--- src/rtl/rrm_pkg.sv ---
package rrm_pkg;

    typedef enum logic [2:0] {
        ST_IDLE,
        ST_RD_BA_LO,
        ST_RD_BA_HI,
        ST_RD_WC_LO,
        ST_RD_WC_HI,
        ST_ADVANCE
    } rrm_state_e;

    localparam logic [2:0] RA_START  = 3'd0;
    localparam logic [2:0] RA_END    = 3'd1;
    localparam logic [2:0] RA_RDPTR  = 3'd2;
    localparam logic [2:0] RA_WRPTR  = 3'd3;
    localparam logic [2:0] RA_UPPER  = 3'd4;
    localparam logic [2:0] RA_THRESH = 3'd5;
    localparam logic [2:0] RA_MODE   = 3'd6;
    localparam logic [2:0] RA_CMD    = 3'd7;

    localparam int CMD_FETCH_BIT   = 0;
    localparam int CMD_CLR_OVF_BIT = 4;
    localparam int CMD_CLR_EXH_BIT = 5;

    localparam logic [15:0] THRESH_RESET = 16'h02F8;

endpackage

--- src/rtl/rrm_cfg_regs.sv ---
module rrm_cfg_regs
    import rrm_pkg::*;
#(
    parameter int PTR_W = 16
) (
    input  logic             clk,
    input  logic             rst_n,
    input  logic             wr_en,
    input  logic [2:0]       wr_addr,
    input  logic [PTR_W-1:0] wr_data,
    input  logic             rp_load,
    input  logic [PTR_W-1:0] rp_load_val,
    output logic [PTR_W-1:0] start_ptr,
    output logic [PTR_W-1:0] end_ptr,
    output logic [PTR_W-1:0] rd_ptr,
    output logic [PTR_W-1:0] wr_ptr,
    output logic [PTR_W-1:0] upper,
    output logic [PTR_W-1:0] thresh,
    output logic             wide
);

    logic [PTR_W-1:0] align_mask;
    logic [PTR_W-1:0] aligned;

    always_comb begin
        align_mask = '1;
        align_mask[0] = 1'b0;
        if (wide) begin
            align_mask[1] = 1'b0;
        end
        aligned = wr_data & align_mask;
    end

    always_ff @(posedge clk or negedge rst_n) begin
        if (!rst_n) begin
            start_ptr <= '0;
            end_ptr   <= '0;
            wr_ptr    <= '0;
            upper     <= '0;
            thresh    <= PTR_W'(THRESH_RESET);
            wide      <= 1'b0;
        end else if (wr_en) begin
            unique case (wr_addr)
                RA_START:  start_ptr <= aligned;
                RA_END:    end_ptr   <= aligned;
                RA_WRPTR:  wr_ptr    <= aligned;
                RA_UPPER:  upper     <= wr_data;
                RA_THRESH: thresh    <= wr_data;
                RA_MODE:   wide      <= wr_data[0];
                default: ;
            endcase
        end
    end

    always_ff @(posedge clk or negedge rst_n) begin
        if (!rst_n) begin
            rd_ptr <= '0;
        end else if (rp_load) begin
            rd_ptr <= rp_load_val;
        end else if (wr_en && wr_addr == RA_RDPTR) begin
            rd_ptr <= aligned;
        end
    end

endmodule

--- src/rtl/rrm_len_calc.sv ---
module rrm_len_calc #(
    parameter int LEN_W = 16,
    parameter int CNT_W = 32
) (
    input  logic [LEN_W-1:0] frame_len,
    input  logic             wide,
    input  logic [CNT_W-1:0] word_cnt,
    output logic [LEN_W:0]   pad_len,
    output logic             fits,
    output logic [CNT_W-1:0] wc_after
);

    localparam int PW = LEN_W + 1;

    logic [PW-1:0] with_crc;
    logic [PW-1:0] round_mask;

    always_comb begin
        with_crc   = PW'(frame_len) + PW'(4);
        round_mask = wide ? PW'(3) : PW'(1);
        pad_len    = ((with_crc - PW'(1)) | round_mask) + PW'(1);
        fits       = ((CNT_W+1)'(pad_len)) <= {word_cnt, 1'b0};
        wc_after   = word_cnt - CNT_W'(pad_len >> 1);
    end

endmodule

--- src/rtl/rx_rsrc_mgr.sv ---
module rx_rsrc_mgr
    import rrm_pkg::*;
#(
    parameter int PTR_W = 16,
    parameter int LEN_W = 16
) (
    input  logic                 clk,
    input  logic                 rst_n,
    input  logic                 wr_en,
    input  logic [2:0]           wr_addr,
    input  logic [PTR_W-1:0]     wr_data,
    output logic                 mem_rd_req,
    output logic [2*PTR_W-1:0]   mem_rd_addr,
    input  logic                 mem_rd_ack,
    input  logic [PTR_W-1:0]     mem_rd_data,
    input  logic                 pkt_valid,
    input  logic [LEN_W-1:0]     pkt_len,
    output logic                 busy,
    output logic [2*PTR_W-1:0]   buf_addr,
    output logic [2*PTR_W-1:0]   word_cnt,
    output logic [PTR_W-1:0]     read_ptr,
    output logic                 last_pkt,
    output logic                 stall,
    output logic                 stat_overflow,
    output logic                 stat_exhaust,
    output logic                 pkt_done,
    output logic                 pkt_drop
);

    localparam int CNT_W  = 2 * PTR_W;
    localparam int ADDR_W = 2 * PTR_W;

    rrm_state_e state, state_nxt;

    logic [PTR_W-1:0] start_ptr, end_ptr, rd_ptr, wr_ptr, upper, thresh;
    logic             wide;
    logic             rp_load;
    logic [PTR_W-1:0] rp_adv, rp_wrapped;
    logic [PTR_W-1:0] fld_off;
    logic [1:0]       fld_idx;

    logic             fetch_pend, pkt_pend;
    logic [LEN_W-1:0] len_q;
    logic             fetch_start, pkt_go;
    logic             cmd_wr, cmd_fetch, cmd_clr_ovf, cmd_clr_exh;
    logic             pkt_last, pkt_fetch, pkt_stall;

    logic [LEN_W:0]   pad_len;
    logic             fits;
    logic [CNT_W-1:0] wc_after;

    rrm_cfg_regs #(.PTR_W(PTR_W)) u_cfg (
        .clk         (clk),
        .rst_n       (rst_n),
        .wr_en       (wr_en),
        .wr_addr     (wr_addr),
        .wr_data     (wr_data),
        .rp_load     (rp_load),
        .rp_load_val (rp_wrapped),
        .start_ptr   (start_ptr),
        .end_ptr     (end_ptr),
        .rd_ptr      (rd_ptr),
        .wr_ptr      (wr_ptr),
        .upper       (upper),
        .thresh      (thresh),
        .wide        (wide)
    );

    rrm_len_calc #(.LEN_W(LEN_W), .CNT_W(CNT_W)) u_len (
        .frame_len (len_q),
        .wide      (wide),
        .word_cnt  (word_cnt),
        .pad_len   (pad_len),
        .fits      (fits),
        .wc_after  (wc_after)
    );

    // command decode
    always_comb begin
        cmd_wr      = wr_en && (wr_addr == RA_CMD);
        cmd_fetch   = cmd_wr && wr_data[CMD_FETCH_BIT];
        cmd_clr_ovf = cmd_wr && wr_data[CMD_CLR_OVF_BIT];
        cmd_clr_exh = cmd_wr && wr_data[CMD_CLR_EXH_BIT] && stat_exhaust;
    end

    // scheduling and packet decisions
    always_comb begin
        fetch_start = (state == ST_IDLE) && fetch_pend;
        pkt_go      = (state == ST_IDLE) && !fetch_pend && pkt_pend;
        pkt_last    = !fits || (wc_after < CNT_W'(thresh));
        pkt_fetch   = pkt_go && !stall && pkt_last && (rd_ptr != wr_ptr);
        pkt_stall   = pkt_go && !stall && pkt_last && (rd_ptr == wr_ptr);
    end

    // descriptor addressing
    always_comb begin
        unique case (state)
            ST_RD_BA_HI: fld_idx = 2'd1;
            ST_RD_WC_LO: fld_idx = 2'd2;
            ST_RD_WC_HI: fld_idx = 2'd3;
            default:     fld_idx = 2'd0;
        endcase
        fld_off     = wide ? (PTR_W'(fld_idx) << 2) : (PTR_W'(fld_idx) << 1);
        rp_adv      = rd_ptr + (wide ? PTR_W'(16) : PTR_W'(8));
        rp_wrapped  = (rp_adv == end_ptr) ? start_ptr : rp_adv;
        rp_load     = (state == ST_ADVANCE);
        mem_rd_req  = (state == ST_RD_BA_LO) || (state == ST_RD_BA_HI) ||
                      (state == ST_RD_WC_LO) || (state == ST_RD_WC_HI);
        mem_rd_addr = {upper, rd_ptr + fld_off};
        busy        = (state != ST_IDLE) || fetch_pend || pkt_pend;
        read_ptr    = rd_ptr;
    end

    // next state
    always_comb begin
        state_nxt = state;
        unique case (state)
            ST_IDLE:     if (fetch_pend) state_nxt = ST_RD_BA_LO;
            ST_RD_BA_LO: if (mem_rd_ack) state_nxt = ST_RD_BA_HI;
            ST_RD_BA_HI: if (mem_rd_ack) state_nxt = ST_RD_WC_LO;
            ST_RD_WC_LO: if (mem_rd_ack) state_nxt = ST_RD_WC_HI;
            ST_RD_WC_HI: if (mem_rd_ack) state_nxt = ST_ADVANCE;
            ST_ADVANCE:  state_nxt = ST_IDLE;
            default:     state_nxt = ST_IDLE;
        endcase
    end

    // state register
    always_ff @(posedge clk or negedge rst_n) begin
        if (!rst_n) begin
            state <= ST_IDLE;
        end else begin
            state <= state_nxt;
        end
    end

    // outputs and datapath
    always_ff @(posedge clk or negedge rst_n) begin
        if (!rst_n) begin
            fetch_pend    <= 1'b0;
            pkt_pend      <= 1'b0;
            len_q         <= '0;
            buf_addr      <= '0;
            word_cnt      <= '0;
            last_pkt      <= 1'b0;
            stall         <= 1'b0;
            stat_overflow <= 1'b0;
            stat_exhaust  <= 1'b0;
            pkt_done      <= 1'b0;
            pkt_drop      <= 1'b0;
        end else begin
            pkt_done   <= 1'b0;
            pkt_drop   <= 1'b0;
            fetch_pend <= cmd_fetch || cmd_clr_exh || pkt_fetch ||
                          (fetch_pend && !fetch_start);
            pkt_pend   <= pkt_valid || (pkt_pend && !pkt_go);
            if (pkt_valid) begin
                len_q <= pkt_len;
            end

            if (mem_rd_req && mem_rd_ack) begin
                unique case (state)
                    ST_RD_BA_LO: buf_addr[PTR_W-1:0]     <= mem_rd_data;
                    ST_RD_BA_HI: buf_addr[ADDR_W-1:PTR_W] <= mem_rd_data;
                    ST_RD_WC_LO: word_cnt[PTR_W-1:0]     <= mem_rd_data;
                    ST_RD_WC_HI: word_cnt[CNT_W-1:PTR_W]  <= mem_rd_data;
                    default: ;
                endcase
            end

            if (state == ST_ADVANCE) begin
                stall <= 1'b0;
            end else if (pkt_stall) begin
                stall <= 1'b1;
            end

            if (state == ST_ADVANCE && rp_wrapped == wr_ptr) begin
                stat_exhaust <= 1'b1;
            end else if (cmd_clr_exh) begin
                stat_exhaust <= 1'b0;
            end

            if (pkt_go && !stall && !fits) begin
                stat_overflow <= 1'b1;
            end else if (cmd_clr_ovf) begin
                stat_overflow <= 1'b0;
            end

            if (pkt_go) begin
                pkt_done <= 1'b1;
                if (stall) begin
                    pkt_drop <= 1'b1;
                    last_pkt <= 1'b0;
                end else if (fits) begin
                    buf_addr <= buf_addr + ADDR_W'(pad_len);
                    word_cnt <= wc_after;
                    last_pkt <= pkt_last;
                end else begin
                    pkt_drop <= 1'b1;
                    last_pkt <= 1'b1;
                end
            end
        end
    end

endmodule

--- config.mk ---
export PLATFORM = sky130hd
export DESIGN_NAME = rx_rsrc_mgr
export DESIGN_NICKNAME = d
export VERILOG_FILES = /design/src/rtl/rrm_pkg.sv /design/src/rtl/rrm_cfg_regs.sv /design/src/rtl/rrm_len_calc.sv /design/src/rtl/rx_rsrc_mgr.sv
export SDC_FILE = /design/constraint.sdc
export NUM_CORES = 1
export LEC_CHECK = 0
export BUFFER_PORTS_ARGS = -buffer_cell sky130_fd_sc_hd__buf_4
export CAP_MARGIN = 20
export CELL_PAD_IN_SITES_DETAIL_PLACEMENT = 1
export CELL_PAD_IN_SITES_GLOBAL_PLACEMENT = 1
export CORE_MARGIN = 10
export CORE_UTILIZATION = 45
export CTS_CLUSTER_DIAMETER = 30
export DETAILED_ROUTE_END_ITERATION = 8
export GPL_ROUTABILITY_DRIVEN = 0
export PLACE_DENSITY = 0.81
export SKIP_CTS_REPAIR_TIMING = 1
export SLEW_MARGIN = 25
export SYNTH_ARGS = -nofsm -noshare
export SYNTH_HDL_FRONTEND = slang
export SYNTH_SLANG_ARGS = --single-unit
--- constraint.sdc ---
create_clock -name clk -period 7 [get_ports clk]
set_clock_uncertainty 0.2 [all_clocks]
set_input_delay 0.7 -clock clk [delete_from_list [all_inputs] [get_ports clk]]
set_output_delay 0.7 -clock clk [all_outputs]
set_load 0.005 [all_outputs]
==> summary.txt <==
Cells and area
  • N_diodes: 0
  • Register Area: 4640 sq um
  • Fraction of layout cells with a size suffix above 1: 0.237
  • Layout Cells excl Fill: roughly 1900
  • Fillers: roughly 3200
  • Layout area overhead: 17.5%
  • Final #Nets: ~1600
  • Area of the multi-input gates: between 7000 and 8000 sq um

Setup path
  • Critical path class: flip-flop to flip-flop
  • CP max-delay cell: or4_1
  • Worst path max stage delay: 0.56 ns
  • CP endpoint kind: flip-flop
  • CP Data Required Time: approximately 7 ns
  • CP max FO: 7
  • CP startpoint kind: flip-flop
  • Critical Path AT: between 6 and 7 ns

Logic synthesis
  • YS warnings: 0
  • Synth cell types: 77
  • Async S/R FF share, synth: 1.00
  • Multiplexer share of the synthesized area: 0.126
  • Largest family of logic cells by synthesized area: simple AND/OR/NAND/NOR gates
  • Post-synth top flop: dfrtp_1
  • #FFs+latches synth: 185
  • Avg Cell Area, Syn: between 9 and 10 sq um
  • Number of synthesized flops with an enable pin: 0
  • Complex-gate fraction of the synthesized area: 0.144
  • Simple-Gate Fraction of Synth Area: 0.157
  • Adder-cell share of the synthesized area: 0.0752
  • Syn_nets: 1487
  • Register area share after synthesis: 0.365
  • Post-synthesis xor/xnor area fraction: 0.0860
  • Area of the mapped netlist: 12700 sq um
  • Syn Inst Count: roughly 1400

Routing
  • Routed wire length: 43700 um
  • WL met3: slightly above 2000 um
  • Wire length on met2: ~22000 um
  • Vias per cell: between 5 and 6
  • Vias: about 11000
  • Wl on met1: 18500 um
  • Post-route ant nets: 0
  • Drt drc: 0
  • Post-DR wirelength/cell: between 20 and 25 um
  • Router iterations before antenna repair: 5
  • Top Layer Used: met4
  • Drt initial violations: approximately 850

STA
  • Setup TNS: 0 ns
  • Final min period: ~6.5 ns
  • Max Slew Vio Count: 0
  • Max Freq: between 150 and 200 MHz
  • Hold Fails Final Rpt: 0
  • Slew margin rel.: 0.368
  • Slew @ Worst Pin: approximately 0.94 ns
  • Final setup viols: 0
  • Tcrit/Tclk final: 0.924
  • RSZ-0062 raised after global routing: false

Clocking
  • CTS tree: done
  • Clock Sinks: between 150 and 200
  • Num CTS Buffers: 17
  • Worst-Skew Late Latency: between 0.4 and 0.5 ns
  • Reg clk slew, reported paths: approximately 0.090 ns
  • Clk root buf: clkbuf_16
  • H-Tree Depth: 4
  • CTS Buffer Depth: 2

Power
  • Leakage: about 6.8 nW
  • Power Dens Cells: ~440 nW/um^2
  • Max rail drop VDD: 0.228 mV
  • Total Power: ~0.0065 W

Floorplan
  • Top-level port count: roughly 180
  • Die Y: 188 um
  • Initial core utilization: 0.456
  • Die ar.: around 35000 sq um
  • Die W: approximately 190 um
  • CORE AREA: 27900 sq um
  • Rows: 61

Placed design
  • Placed insts: ~1900
  • IO Port Bufs: approximately 180
  • Final HPWL DP: approximately 33000 um

Global routing
  • Vias in the first global route: 11828
  • Largest net degree at the start of global routing: 65
  • Antenna violations before repair: 0
  • GRT Total Usage: 0.241
  • Gr ovfl total: 0
  • Global-route wire length before repair: between 60000 and 70000 um

Hold path
  • HP Class: input pin to async pin

Run status
  • Status: complete, no violations

Flow run
  • Maxcap violations: 0
-- routing by layer --
metal	track usage	up-vias
met2	0.417	326
li1	-	5064
met3	0.0434	70
met1	0.294	5649
met5	0	-
met4	0.0877	0
-- power by group --
part / total (W) / switching [W] / internal (W)
Sequential: 0.00198 / 0.000556 / 0.00142
Clock: 0.00101 / 0.000523 / 0.000483
Combinational: 0.00353 / 0.00192 / 0.00161
-- final timing paths --
check,to,slack [ns],from,depth (start not counted)
min in group clk,len_q[4],0.25,pkt_len[4],3
worst max register to register,stall,0.53,len_q[0],28
worst min-delay path,buf_addr[30],0.04,rst_n,1
max in group asynchronous,u_cfg.upper[5],5.27,rst_n,2
worst min register to register,buf_addr[31],0.31,buf_addr[31],1
worst max-delay path,stall,0.53,len_q[0],28
-- worst max-delay path: cells and delay by family (launching register included) --
family          cells  cell delay [ns]
mux                 1             0.10
flops               1             0.39
simple gates       15             3.22
fa+ha+maj           3             0.92
xor+xnor            2             0.50
buf+inv             1             0.08
compound gates      6             0.99
-- cell usage in the layout (no fill, tap or decap), types with 58 or more instances in the layout --
cell	synthesis	final
a21oi_1	58	58
buf_4	4	186
dfrtp_1	179	179
ha_1	70	70
inv_1	77	77
mux2_2	100	100
nand2_1	138	138
nor2_1	91	90
o21ai_0	85	85
xnor2_1	76	76
-- sequential cells by signal, indices dropped and copies added (netlist names) --
signal,flops
fetch_pend,1
word_cnt,32
state,3
last_pkt,1
u_cfg.wr_ptr,15
pkt_done,1
u_cfg.rd_ptr,16
pkt_drop,1
u_cfg.upper,16
stat_overflow,1
len_q,16
u_cfg.end_ptr,15
buf_addr,32
stat_exhaust,1
u_cfg.start_ptr,15
stall,1
u_cfg.thresh,16
pkt_pend,1
u_cfg.wide,1
-- stage by stage --
step	worst slack (ns)	hold WS, ns	instance area [sq um]	util
floorplan	1.17	0.204	12700	-
global placement	0.884	0.284	14300	0.514
detailed placement	0.599	0.292	14300	0.514
CTS	0.497	0.0430	14900	0.535
global route	0.0499	0.0700	14900	0.536
finish	0.530	0.0433	14900	0.536
-- cell type report --
cell class                 count  area share
clock inverter                14      0.0110
multi-input combinational   1032       0.504
timing repair buffer         188      0.0951
inverter                      77      0.0193
clock buffer                  18      0.0287
tap                          378      0.0316
sequential                   185       0.310
-- cell usage after synthesis, drive strengths merged, types with 5 or more instances --
cell    number  area (sq um)
xor2        47           412
and2        13          83.8
nor4         8          50.1
nand2b      13          81.3
and3        18           113
dfrtp      179          4480
buf         28           176
a21o        23           173
a311oi      18           164
a21oi       59           299
nand4       21           146
nand3       23           115
mux2       100          1130
o211ai       5          37.5
nor2        92           348
a21boi       5          37.5
or4          6          48.8
nor3        28           171
xnor2       77           682
o21ai       89           445
dfstp        6           158
o21bai       6          45.0
o21a        12          90.1
nor3b        5          37.5
or3          6          42.5
inv         77           289
nor2b       19           119
nand2      142           543
clkbuf      35           131
mux2i       47           470
a211oi      24           185
ha          70           876
-- cell families (layout without fill, tap and decap cells) --
family	after synthesis	in the layout
buffers and inverters	140	297
AO/OA/AOI/OAI	280	280
flip-flops	185	185
AND/OR/NAND/NOR	407	407
XOR/XNOR	124	124
multiplexers	147	147
adder cells (fa/ha/maj)	74	74
(Power assumes the default switching activity.)
